==> src/rtl/fdc_burst_gate.sv <==
module fdc_burst_gate #(
  parameter logic [7:0] BASE  = 8'h38,
  parameter int         CNT_W = 2
) (
  input  logic       clk,
  input  logic       rst_n,
  input  logic [7:0] addr,
  input  logic       rd,
  input  logic       wr,
  input  logic [7:0] wdata,
  output logic [7:0] rdata,
  output logic       wait_o,
  output logic       fdc_rd,
  output logic       fdc_wr,
  output logic [1:0] fdc_a,
  input  logic [7:0] fdc_rdata,
  input  logic       drq_in,
  input  logic       irq_in,
  output logic       drq_o,
  output logic       irq_o
);
  localparam logic [CNT_W-1:0] CNT_MAX = '1;

  logic             drq_en;
  logic             drq_prev;
  logic [CNT_W-1:0] drq_cnt;

  wire [2:0] off     = addr[2:0];
  wire       in_win  = addr[7:3] == BASE[7:3];
  wire       ctl_hit = in_win && off == 3'd0;
  wire       fdc_hit = in_win && off[2];
  wire       dp_hit  = fdc_hit && off[1:0] == 2'b11;
  wire       burst   = !drq_en;
  wire       held    = burst && dp_hit && (rd || wr) && !drq_in && !irq_in;

  assign wait_o = rst_n && held;
  assign fdc_rd = rd && fdc_hit && !held;
  assign fdc_wr = wr && fdc_hit && !held;
  assign fdc_a  = off[1:0];
  assign drq_o  = rst_n && drq_in && (burst ? drq_cnt == '0 : 1'b1);
  assign irq_o  = rst_n && irq_in;

  always_comb begin
    if (!rd || held)  rdata = 8'h00;
    else if (fdc_hit) rdata = fdc_rdata;
    else if (ctl_hit) rdata = {7'b0, drq_en};
    else              rdata = 8'h00;
  end

  always_ff @(posedge clk) begin
    if (!rst_n) begin
      drq_en   <= 1'b0;
      drq_prev <= 1'b0;
      drq_cnt  <= '0;
    end else begin
      if (wr && ctl_hit) drq_en <= wdata[0];
      drq_prev <= drq_in;
      if (irq_in)
        drq_cnt <= '0;
      else if (burst && drq_prev && !drq_in && drq_cnt != CNT_MAX)
        drq_cnt <= drq_cnt + CNT_W'(1);
    end
  end

  p_hold_blocks_r4: assert property (@(posedge clk) disable iff (!rst_n)
    wait_o |-> (!fdc_rd && !fdc_wr && rdata == 8'h00));

  p_release_completes_r5: assert property (@(posedge clk) disable iff (!rst_n)
    ($past(wait_o) && !wait_o && $past(rd) && rd && $stable(addr)) |-> fdc_rd);

  p_nonburst_pass_r7: assert property (@(posedge clk) disable iff (!rst_n)
    drq_en |-> (!wait_o && drq_o == drq_in));

  p_later_drq_masked_r8: assert property (@(posedge clk) disable iff (!rst_n)
    (!drq_en && drq_cnt != '0) |-> !drq_o);

  p_cnt_saturates_r8: assert property (@(posedge clk) disable iff (!rst_n)
    (drq_cnt == CNT_MAX && !irq_in) |=> drq_cnt == CNT_MAX);

  p_irq_clears_cnt_r9: assert property (@(posedge clk) disable iff (!rst_n)
    irq_in |=> drq_cnt == '0);

  p_irq_follows_r9: assert property (@(posedge clk) disable iff (!rst_n)
    irq_o == irq_in);
endmodule

==> config.mk <==
export PLATFORM = sky130hd
export DESIGN_NAME = fdc_burst_gate
export DESIGN_NICKNAME = d
export VERILOG_FILES = /design/src/rtl/fdc_burst_gate.sv
export SDC_FILE = /design/constraint.sdc
export NUM_CORES = 1
export LEC_CHECK = 0
export CORE_UTILIZATION = 31
export CTS_BUF_LIST = sky130_fd_sc_hd__clkbuf_8
export DETAILED_ROUTE_END_ITERATION = 8
export GPL_TIMING_DRIVEN = 0
export PLACE_DENSITY = 0.85
export SLEW_MARGIN = 0
export SYNTH_ARGS = -nofsm -noshare
export SYNTH_HDL_FRONTEND = slang
export SYNTH_SLANG_ARGS = --single-unit
export TNS_END_PERCENT = 50
==> constraint.sdc <==
create_clock -name clk -period 2.6 [get_ports clk]
set_input_delay 0.52 -clock clk [delete_from_list [all_inputs] [get_ports clk]]
set_output_delay 0.52 -clock clk [all_outputs]
set_load 0.01 [all_outputs]
==> results.cfg <==
[worst_setup_path]
critPathSlowestCell = clkdlybuf4s50_1
crit_end = rdata[5]
ff2ff_setup_slack_ns = 1.34
required_ns = 2.08
cp_max_fo = 9
reg2reg_to = drq_cnt[0]
path_cells = clkdlybuf4s50_1, and4bb_2, nand2_2, nor4_1, clkdlybuf4s15_1
worstReg2RegStart = drq_cnt[0]
arrival_ns = 2.01
start_kind = primary input
reg2reg_depth = 4
worstSetupPathType = in -> out
startpoint = addr[6]
cp-end-kind = primary output
crit_path_max_incr_delay_ns = 0.43

[flow_run]
maxCapViolCount = 0

[clock_network]
hold_buffers = 0
tritoncts = done
clock_latency_ns = 0.22
cts_sinks = 4
path_clk_slew_ns = 0.03
numCtsBuffers = 3
cts_max_level = 1
clk_path_buf_depth = 2
root_buffer = clkbuf_8

[synthesis]
ys.flop_type = dfxtp_1
synth_edf_count = 0
syn_area_um2 = 439
syn_inst = 53
yosys_warnings = 0
syn_nets = 85
ys_seq_area_frac = 0.182
synthArstFlopShare = 0
syn_area_per_cell_um2 = 8.29
synth_cell_types = 27
ys_seq_elements = 4

[floorplanning]
die-height_um = 39.6
die_w_um = 39.6
core_um2 = 1320
io_pins = 45
num_rows = 13
start_util = 0.333
dieArea_um2 = 1570

[detailed_routing]
via_per_inst = 4.93
dr.pass1.iters = 2
final_antenna_net_count = 0
wire_per_inst_um = 11.5
drt_iter0_markers = 5
totalWireLength_um = 1270
drc = 0
vias = 547

[layout]
final-instance-count-excl-fill = 111
drive_gt1_frac = 0.177
num-fill-cells = 110
seqCellArea_um2 = 80.1
multi_input_area_um2 = 312
final_area_um2 = 897
area_delta_synth_final_pct = 104
nets = 130
n_antenna_cell = 0

[placement]
pre_cts_ws_ns = -0.237
dpl.hpwl_um = 959
gp_congestion = 0.663
placed_cells = 105
port_buffers = 37
place_area_um2 = 828

[power]
ir_drop_uv = 445
leakage_nw = 0.396
power_density_nw_per_um2 = 297
power_uw = 266

[global_route]
grt_max_degree = 10
overflow = 0
grt_pass1_vias = 454
grt_use_met2 = 0.295
grtUsageMet1 = 0.145
grt_pass1_wl_um = 1750
grtUsageTotal = 0.166
busiest_layer = met2
antenna_found_initial = 0
use_met3 = 0.131

[timing]
period_needed_ns = 2.53
hold_viol_final = 0
setup_viol = 0
tightest_slew_ns = 0.292
fmax_mhz = 395
finClkSkew_ns = 0.00213
slew-limit-headroom = 0.804
finalCritPeriodShare = 0.975
postLayoutSetupSlackWorst_ns = 0.0662
slew_violations = 0
hold_slack_ns = 0.537

[worst_hold_path]
hp-class = reg -> reg
min_from = drq_cnt[1]

[outcome]
run_status = completed
## metal layers
metal	routed length, um	vias to the layer above	part of all wire
li1	-	274	-
met1	460	238	0.36
met2	611	33	0.48
met3	178	2	0.14
met4	23	0	0.018
met5	0	-	0
## sequential cells by signal, indices dropped and copies added (netlist names)
name / flops
drq_cnt: 2
drq_prev: 1
drq_en: 1
## per-stage QoR
stage	util	TNS, ns
final	0.681	0
after global routing	0.681	-0.000814
after CTS	0.667	0
after detailed placement	0.629	-2.04
after global placement	0.629	-1.70
after floorplan	-	0
## cells in the mapped netlist, types with 2 or more instances
cell type | instances | share of area
mux2i_1 | 2 | 0.046
nor4_1 | 6 | 0.085
dfxtp_1 | 4 | 0.18
and2_1 | 3 | 0.043
nand2_1 | 2 | 0.017
nor2_1 | 4 | 0.034
nor4b_2 | 2 | 0.068
ha_1 | 2 | 0.057
nand4_1 | 2 | 0.028
buf_4 | 2 | 0.034
inv_1 | 8 | 0.068
## logic make-up after synthesis
| kind of cell | after synthesis | synth area share |
|---|---|---|
| AO/OA/AOI/OAI | 2 | 0.0370 |
| XOR/XNOR | 1 | 0.0199 |
| adder cells (fa/ha/maj) | 2 | 0.0570 |
| buffers and inverters | 12 | 0.137 |
| flip-flops | 4 | 0.182 |
| multiplexers | 2 | 0.0456 |
| AND/OR/NAND/NOR | 30 | 0.521 |
## power breakdown
group          internal (mW)  switching [mW]
logic                 0.0476          0.0252
registers             0.0631        0.000751
clock network         0.0986          0.0309
total                  0.209          0.0568
## how the worst min path moves through the flow
stage / slack (ns) / depth (start not counted) / to
2_1_floorplan: 0.49 / 2 / drq_cnt[1]
3_5_place_dp: 0.52 / 2 / drq_cnt[1]
3_3_place_gp: 0.51 / 2 / drq_cnt[1]
4_1_cts: 0.56 / 2 / drq_cnt[1]
6_report: 0.54 / 2 / drq_cnt[1]
5_1_grt: 0.59 / 2 / drq_cnt[1]
## worst max-delay path: cells and delay by family
kind / cells / cell delay, ns
buf+inv: 2 / 0.71
simple gates: 3 / 0.79
## cells in the final DEF (no fill, tap or decap), drive strengths merged, types with 2 or more instances in the layout
cell            n
inv             8
ha              2
mux2i           2
nand4           2
nor4            7
clkdlybuf4s15   3
clkdlybuf4s50  25
buf             6
nor2            4
and2            4
dfxtp           4
nor4b           3
nand2           3
clkbuf          3
dlygate4sd2     8
## timing repair
| action | 4_1_cts | 5_1_grt |
|---|---|---|
| gates resized for setup | 11 | 7 |
| pin swaps | 2 | 3 |
| cloned | 0 | 0 |
| setup buffers | 3 | 0 |
| setup endpoints to repair | 11 | 9 |
## area by class of cell
| type | count | area share |
|---|---|---|
| inverters | 9 | 0.0377 |
| multi-input cells | 37 | 0.347 |
| well taps | 15 | 0.0209 |
| repair buffers | 40 | 0.430 |
| clock buffers | 3 | 0.0460 |
| plain buffers | 3 | 0.0293 |
| flip-flops and latches | 4 | 0.0893 |
Power figures use the tool's default switching activity.
